--- src/rtl/wvec_pkg.sv ---
package wvec_pkg;
  localparam int unsigned NUM_PASS = 4;
  localparam int unsigned PASS_W   = $clog2(NUM_PASS);
endpackage

--- src/rtl/wvec_pass_ctrl.sv ---
module wvec_pass_ctrl
  import wvec_pkg::*;
#(
  parameter int unsigned PREG_W = 8,
  parameter int unsigned TAG_W  = 6,
  parameter int unsigned OPC_W  = 8
) (
  input  logic                       clk_i,
  input  logic                       rst_ni,
  input  logic                       flush_i,
  input  logic                       uop_valid_i,
  output logic                       uop_ready_o,
  input  logic                       uop_wide_i,
  input  logic [OPC_W-1:0]           uop_opc_i,
  input  logic [TAG_W-1:0]           uop_tag_i,
  input  logic [NUM_PASS*PREG_W-1:0] uop_src_a_i,
  input  logic [NUM_PASS*PREG_W-1:0] uop_src_b_i,
  input  logic [NUM_PASS*PREG_W-1:0] uop_dst_i,
  output logic                       lane_issue_o,
  output logic [PASS_W-1:0]          lane_pass_o,
  output logic [OPC_W-1:0]           lane_opc_o,
  output logic [PREG_W-1:0]          lane_src_a_o,
  output logic [PREG_W-1:0]          lane_src_b_o,
  output logic [PREG_W-1:0]          lane_dst_o,
  output logic                       last_o,
  output logic                       wide_o,
  output logic [TAG_W-1:0]           tag_o
);
  localparam int unsigned SET_W = NUM_PASS * PREG_W;

  logic              busy_q, wide_q;
  logic [PASS_W-1:0] pass_q;
  logic [OPC_W-1:0]  opc_q;
  logic [TAG_W-1:0]  tag_q;
  logic [SET_W-1:0]  src_a_q, src_b_q, dst_q;
  logic              accept;

  logic [PREG_W-1:0] a_set [NUM_PASS];
  logic [PREG_W-1:0] b_set [NUM_PASS];
  logic [PREG_W-1:0] d_set [NUM_PASS];

  assign uop_ready_o  = !busy_q && !flush_i;
  assign accept       = uop_valid_i && uop_ready_o;
  assign lane_issue_o = busy_q && !flush_i;
  assign last_o       = wide_q ? (pass_q == PASS_W'(NUM_PASS - 1)) : 1'b1;

  always_ff @(posedge clk_i or negedge rst_ni) begin
    if (!rst_ni) begin
      busy_q  <= 1'b0;
      wide_q  <= 1'b0;
      pass_q  <= '0;
      opc_q   <= '0;
      tag_q   <= '0;
      src_a_q <= '0;
      src_b_q <= '0;
      dst_q   <= '0;
    end else if (flush_i) begin
      busy_q <= 1'b0;
      pass_q <= '0;
    end else if (accept) begin
      busy_q  <= 1'b1;
      pass_q  <= '0;
      wide_q  <= uop_wide_i;
      opc_q   <= uop_opc_i;
      tag_q   <= uop_tag_i;
      src_a_q <= uop_src_a_i;
      src_b_q <= uop_src_b_i;
      dst_q   <= uop_dst_i;
    end else if (lane_issue_o) begin
      if (last_o) begin
        busy_q <= 1'b0;
        pass_q <= '0;
      end else begin
        pass_q <= pass_q + 1'b1;
      end
    end
  end

  // per-pass register sets
  for (genvar k = 0; k < NUM_PASS; k++) begin : g_set
    assign a_set[k] = src_a_q[k*PREG_W +: PREG_W];
    assign b_set[k] = src_b_q[k*PREG_W +: PREG_W];
    assign d_set[k] = dst_q[k*PREG_W +: PREG_W];
  end

  assign lane_pass_o  = pass_q;
  assign lane_opc_o   = opc_q;
  assign lane_src_a_o = a_set[pass_q];
  assign lane_src_b_o = b_set[pass_q];
  assign lane_dst_o   = d_set[pass_q];
  assign wide_o       = wide_q;
  assign tag_o        = tag_q;

  a_r2_busy_not_ready: assert property (@(posedge clk_i) disable iff (!rst_ni)
    lane_issue_o |-> !uop_ready_o);

  a_r4_first_pass: assert property (@(posedge clk_i) disable iff (!rst_ni)
    (uop_valid_i && uop_ready_o) ##1 !flush_i |-> lane_issue_o && lane_pass_o == '0);

  a_r4_back_to_back: assert property (@(posedge clk_i) disable iff (!rst_ni)
    (lane_issue_o && !last_o) ##1 !flush_i |->
      lane_issue_o && lane_pass_o == PASS_W'($past(lane_pass_o) + 1'b1));

  a_r3_opc_held: assert property (@(posedge clk_i) disable iff (!rst_ni)
    (lane_issue_o && !last_o) ##1 !flush_i |-> $stable(lane_opc_o));

  a_r9_flush_drops: assert property (@(posedge clk_i) disable iff (!rst_ni)
    flush_i |=> !lane_issue_o);
endmodule

--- src/rtl/wvec_status_acc.sv ---
module wvec_status_acc
  import wvec_pkg::*;
#(
  parameter int unsigned FLAG_W = 5
) (
  input  logic                       clk_i,
  input  logic                       rst_ni,
  input  logic                       issue_i,
  input  logic                       wide_i,
  input  logic                       last_i,
  input  logic [PASS_W-1:0]          pass_i,
  input  logic [FLAG_W-1:0]          flags_i,
  output logic                       wb_valid_o,
  output logic [NUM_PASS*FLAG_W-1:0] wb_status_o,
  output logic                       wb_exc_o
);
  localparam int unsigned ST_W = NUM_PASS * FLAG_W;

  logic [FLAG_W-1:0] slice_q [NUM_PASS-1];
  logic [ST_W-1:0]   status_raw;

  // early-pass slices: written only on their own wide pass, idle otherwise
  for (genvar k = 0; k < NUM_PASS - 1; k++) begin : g_slice
    always_ff @(posedge clk_i or negedge rst_ni) begin
      if (!rst_ni)
        slice_q[k] <= '0;
      else if (issue_i && wide_i && pass_i == PASS_W'(k))
        slice_q[k] <= flags_i;
    end

    if (k == 0) begin : g_low
      assign status_raw[k*FLAG_W +: FLAG_W] = wide_i ? slice_q[k] : flags_i;
    end else begin : g_mid
      assign status_raw[k*FLAG_W +: FLAG_W] = wide_i ? slice_q[k] : '0;
    end
  end

  assign status_raw[(NUM_PASS-1)*FLAG_W +: FLAG_W] = wide_i ? flags_i : '0;

  assign wb_valid_o  = issue_i && last_i;
  assign wb_status_o = status_raw & {ST_W{wb_valid_o}};
  assign wb_exc_o    = |wb_status_o;

  a_r5_single_write: assert property (@(posedge clk_i) disable iff (!rst_ni)
    wb_valid_o |=> !wb_valid_o);

  a_r7_narrow_upper_zero: assert property (@(posedge clk_i) disable iff (!rst_ni)
    (wb_valid_o && !wide_i) |-> wb_status_o[ST_W-1:FLAG_W] == '0);
endmodule

--- src/rtl/wvec_seq.sv ---
module wvec_seq
  import wvec_pkg::*;
#(
  parameter int unsigned PREG_W = 8,
  parameter int unsigned TAG_W  = 6,
  parameter int unsigned OPC_W  = 8,
  parameter int unsigned FLAG_W = 5
) (
  input  logic                       clk_i,
  input  logic                       rst_ni,
  input  logic                       flush_i,
  input  logic                       uop_valid_i,
  output logic                       uop_ready_o,
  input  logic                       uop_wide_i,
  input  logic [OPC_W-1:0]           uop_opc_i,
  input  logic [TAG_W-1:0]           uop_tag_i,
  input  logic [NUM_PASS*PREG_W-1:0] uop_src_a_i,
  input  logic [NUM_PASS*PREG_W-1:0] uop_src_b_i,
  input  logic [NUM_PASS*PREG_W-1:0] uop_dst_i,
  output logic                       lane_issue_o,
  output logic [PASS_W-1:0]          lane_pass_o,
  output logic [OPC_W-1:0]           lane_opc_o,
  output logic [PREG_W-1:0]          lane_src_a_o,
  output logic [PREG_W-1:0]          lane_src_b_o,
  output logic [PREG_W-1:0]          lane_dst_o,
  input  logic [FLAG_W-1:0]          lane_flags_i,
  output logic                       wb_valid_o,
  output logic [TAG_W-1:0]           wb_tag_o,
  output logic                       wb_exc_o,
  output logic [NUM_PASS*FLAG_W-1:0] wb_status_o
);
  logic              last;
  logic              wide;
  logic [TAG_W-1:0]  tag;

  wvec_pass_ctrl #(
    .PREG_W (PREG_W),
    .TAG_W  (TAG_W),
    .OPC_W  (OPC_W)
  ) u_pass_ctrl (
    .clk_i        (clk_i),
    .rst_ni       (rst_ni),
    .flush_i      (flush_i),
    .uop_valid_i  (uop_valid_i),
    .uop_ready_o  (uop_ready_o),
    .uop_wide_i   (uop_wide_i),
    .uop_opc_i    (uop_opc_i),
    .uop_tag_i    (uop_tag_i),
    .uop_src_a_i  (uop_src_a_i),
    .uop_src_b_i  (uop_src_b_i),
    .uop_dst_i    (uop_dst_i),
    .lane_issue_o (lane_issue_o),
    .lane_pass_o  (lane_pass_o),
    .lane_opc_o   (lane_opc_o),
    .lane_src_a_o (lane_src_a_o),
    .lane_src_b_o (lane_src_b_o),
    .lane_dst_o   (lane_dst_o),
    .last_o       (last),
    .wide_o       (wide),
    .tag_o        (tag)
  );

  wvec_status_acc #(
    .FLAG_W (FLAG_W)
  ) u_status_acc (
    .clk_i       (clk_i),
    .rst_ni      (rst_ni),
    .issue_i     (lane_issue_o),
    .wide_i      (wide),
    .last_i      (last),
    .pass_i      (lane_pass_o),
    .flags_i     (lane_flags_i),
    .wb_valid_o  (wb_valid_o),
    .wb_status_o (wb_status_o),
    .wb_exc_o    (wb_exc_o)
  );

  assign wb_tag_o = wb_valid_o ? tag : '0;

  a_r5_wb_on_issue: assert property (@(posedge clk_i) disable iff (!rst_ni)
    wb_valid_o |-> lane_issue_o && !uop_ready_o);

  a_r9_flush_quiet: assert property (@(posedge clk_i) disable iff (!rst_ni)
    flush_i |-> !wb_valid_o && !lane_issue_o && !uop_ready_o);

  a_r8_exc_needs_wb: assert property (@(posedge clk_i) disable iff (!rst_ni)
    wb_exc_o |-> wb_valid_o);
endmodule

--- config.mk ---
export PLATFORM = sky130hd
export DESIGN_NAME = wvec_seq
export DESIGN_NICKNAME = d
export VERILOG_FILES = /design/src/rtl/wvec_pkg.sv /design/src/rtl/wvec_pass_ctrl.sv /design/src/rtl/wvec_status_acc.sv /design/src/rtl/wvec_seq.sv
export SDC_FILE = /design/constraint.sdc
export NUM_CORES = 1
export LEC_CHECK = 0
export BUFFER_PORTS_ARGS = -buffer_cell sky130_fd_sc_hd__buf_2
export CORE_MARGIN = 1
export CORE_UTILIZATION = 44
export DETAILED_ROUTE_END_ITERATION = 16
export PLACE_DENSITY_LB_ADDON = 0.3
export RECOVER_POWER = 50
export SLEW_MARGIN = 20
export SYNTH_ARGS = -nofsm -noshare
export SYNTH_HDL_FRONTEND = slang
export SYNTH_SLANG_ARGS = --single-unit
--- constraint.sdc ---
create_clock -name clk_i -period 1.8 [get_ports clk_i]
set_input_delay 0.18 -clock clk_i [delete_from_list [all_inputs] [get_ports clk_i]]
set_output_delay 0.18 -clock clk_i [all_outputs]
set_load 0.01 [all_outputs]
==> results.tsv <==
stage	metric	value	unit
worst_setup_path	crit_path_start	u_pass_ctrl.lane_pass_o[0]	
global_route	grt_usage	23.3	%
place	post-place-ws	0.115	ns
floorplan	die-area	13500	sq um
route	routed_via_density	4.98	
synth	synth.distinct_cells	24	
cts	clk_latency	0.41	ns
sta	tightest_slew	0.837	ns
floorplan	fp.dieW	116	microns
sta	fin_ws	-0.168	ns
hold_path	min_path_type	input pin to register	
worst_setup_path	r2r-end	u_status_acc.slice_q[13]	
layout	nFillCells	836	
pwr	power.density	1050	nW/um^2
hold_path	min_to	u_pass_ctrl.dst_q[7]	
floorplan	core	12700	sq um
sta	skew	0.00564	ns
hold_path	whs_path_depth	2	
route	wire_per_inst	17.6	microns
pwr	peakVddDrop	0.000643	V
worst_setup_path	cp.depth	4	
cts	cts-root-buf	clkbuf_16	
sta	finalSetupTns	-4.09	ns
synth	mappedNetlistArea	5750	sq um
floorplan	die_h	116	microns
outcome	violations	setup timing	
worst_setup_path	path_cells	buf_6, clkbuf_16, mux4_2, buf_6	
worst_setup_path	r2r.worst_path.cells	8	
sta	rsz0062_at_grt	true	
layout	area_growth	58.2	%
worst_setup_path	crit_type	register to primary output	
pwr	p_total	9520	uW
worst_setup_path	crit_slowest_cell	mux4_2	
cts	cts_tree	done	
sta	final.min_clock_period	1.97	ns
synth	netlist_instances	369	
route	first_pass_iters	4	
route	drtIter0Drc	121	
place	place_congestion	0.786	
route	finalWirelength	15300	microns
sta	slew_headroom	44.2	%
sta	slew_viol_final	0	
layout	ff_latch_area	3230	sq um
place	io_buffers	183	
place	place_hpwl	9020	microns
worst_setup_path	rrSetupSlack	0.03	ns
worst_setup_path	critPathBufInv	3	
route	vias	4330	
layout	drive_above_1_share	47.6	%
layout	antenna_cells	0	
worst_setup_path	cp.required	1.62	ns
synth	ys_seq_area_share	56.1	%
global_route	grt_max_degree	46	
cts	cts_buffer_depth	2	
global_route	grt-ovfl-total	0	
route	drc	0	
pwr	leakagePower	0.00411	uW
synth	yosys_warnings	0	
hold_path	hp-start	uop_dst_i[7]	
worst_setup_path	r2r_start	u_pass_ctrl.lane_pass_o[0]	
worst_setup_path	cp-start-kind	register	
sta	hold_violations	0	
cts	htreeDepth	4	
sta	fmax	508	MHz
floorplan	pin_count	184	
synth	syn_area_per_cell	15.6	sq um
worst_setup_path	slowest_delay	0.51	ns
global_route	grt_first_pass_wirelength	23300	microns
outcome	status	finished with violations	
worst_setup_path	cpMostUsedCell	buf_6	
floorplan	rows	41	
sta	hold_slack	0.0133	ns
floorplan	start_util	45.4	%
worst_setup_path	cp-end-kind	primary output	
cts	clock-sinks	129	
route	postRouteAntennaNets	0	
run	maxCapViolations	0	
layout	finalNetCount	808	
synth	ys_seq_elements	129	
global_route	antenna_found_initial	0	
worst_setup_path	cp.arrival	1.79	ns
sta	finalSetupViolations	31	
sta	post-route-period-util	109	%
synth	synth_nets	493	
global_route	grt_pass1_vias	4816	
worst_setup_path	critical_path.top_delay_family	multiplexers	
cts	path_clk_slew	0.05	ns
cts	numCtsBuffers	17	
layout	multi_input_area	2480	sq um
worst_setup_path	path_max_fanout	5	
## flip-flops by register name, summed over array words and instances, names as in the netlist
| name | flops |
|---|---|
| u_pass_ctrl.dst_q | 32 |
| u_pass_ctrl.src_a_q | 32 |
| u_pass_ctrl.src_b_q | 32 |
| u_status_acc.slice_q | 15 |
| u_pass_ctrl.lane_opc_o | 8 |
| u_pass_ctrl.tag_o | 6 |
| u_pass_ctrl.lane_pass_o | 2 |
| u_pass_ctrl.busy_q | 1 |
| u_pass_ctrl.wide_o | 1 |
## what timing repair did
item / CTS / global route
gates cloned: 1 / 3
hold endpoints to repair: 134 / 0
pin swaps: 0 / 16
hold buffers: 106 / 0
setup buffers: 5 / 8
endpoints found under the setup margin: 52 / 52
resized for setup: 15 / 65
## worst register-to-register path, cell delays in order (launching register included)
cell     delay (ns)
dfrtp_2        0.43
buf_4          0.15
buf_8          0.13
buf_4          0.11
buf_4          0.12
inv_1          0.06
ha_1           0.21
nand2_2        0.12
mux2_2         0.35
## worst max-delay path by stage
stage	endpoint	slack, ns
final	lane_src_a_o[5]	-0.17
after detailed placement	wb_exc_o	0.11
after floorplan	u_status_acc.slice_q[5]	0.005
after global placement	u_pass_ctrl.dst_q[31]	0.21
after global routing	lane_dst_o[3]	-0.22
after CTS	wb_tag_o[2]	-0.17
## through the flow
step / cell area [sq um] / util (%) / std cells
after floorplan: 5750 / - / 369
after global placement: 6920 / 54.6 / 715
after detailed placement: 6920 / 54.6 / 715
after CTS: 8760 / 69.2 / 859
after global routing: 9100 / 71.8 / 869
final: 9100 / 71.8 / 869
## logic make-up after synthesis
logic type / after synthesis / share of synthesized area, %
AND/OR/NAND/NOR: 51 / 5.05
flip-flops: 129 / 56.1
buffers and inverters: 26 / 3.00
multiplexers: 150 / 34.1
AO/OA/AOI/OAI: 9 / 0.892
adder cells (fa/ha/maj): 4 / 0.870
## cell type report
class | count | share of cell area (%)
Sequential cell | 129 | 35.5
Timing Repair Buffer | 317 | 27.5
Multi-Input combinational cell | 215 | 27.2
Clock buffer | 21 | 5.17
Tap cell | 172 | 2.36
Clock inverter | 11 | 2.01
Inverter | 4 | 0.165
## Yosys cell counts, drive strengths merged
| library cell | n | share of area, % |
|---|---|---|
| nand2 | 6 | 0.39 |
| mux2 | 126 | 25 |
| or2 | 1 | 0.11 |
| a22o | 1 | 0.15 |
| nor2 | 2 | 0.13 |
| ha | 4 | 0.87 |
| inv | 4 | 0.26 |
| dfrtp | 129 | 56 |
| nor4 | 4 | 0.43 |
| and3 | 1 | 0.11 |
| nand4 | 1 | 0.11 |
| a21oi | 7 | 0.61 |
| nand3 | 5 | 0.43 |
| buf | 16 | 2.3 |
| nor3 | 2 | 0.17 |
| o31ai | 1 | 0.13 |
| and2 | 23 | 2.5 |
| nand2b | 6 | 0.65 |
| mux4 | 24 | 9.4 |
| clkbuf | 6 | 0.39 |
## cells in the final DEF, fill, tap and decap left out, types with 2 or more instances in the layout
cell	count
a21oi_2	5
and2_1	15
and2_4	7
and3_4	2
buf_12	6
buf_2	143
buf_4	9
buf_6	34
bufinv_16	5
clkbuf_1	12
clkbuf_16	19
clkbuf_2	2
clkbuf_4	2
clkbuf_8	3
clkinv_2	5
dfrtp_1	126
dfrtp_2	3
dlygate4sd3_1	106
ha_1	2
inv_1	3
mux2_1	79
mux2_2	47
mux4_2	24
nand2_1	3
nand2_2	2
nand2b_1	6
nand3_1	2
nand3_2	2
nor2_1	2
nor3_1	2
nor4_1	2
nor4_2	2
## per-layer routing
layer | up-vias | share of wire [%] | track usage (%)
met5 | - | 0 | 0
met4 | 0 | 2.7 | 11.6
met3 | 34 | 4.5 | 6.12
met2 | 142 | 55 | 42.1
met1 | 2179 | 38 | 25.2
li1 | 1975 | - | -
## report_power, final
group          switching [uW]  total, uW  internal (uW)
clock network            1210       3760           2550
registers                 331       3830           3500
logic                     720       1930           1210
total                    2260       9520           7260
Note: power is estimated with default switching activity, not from simulation.
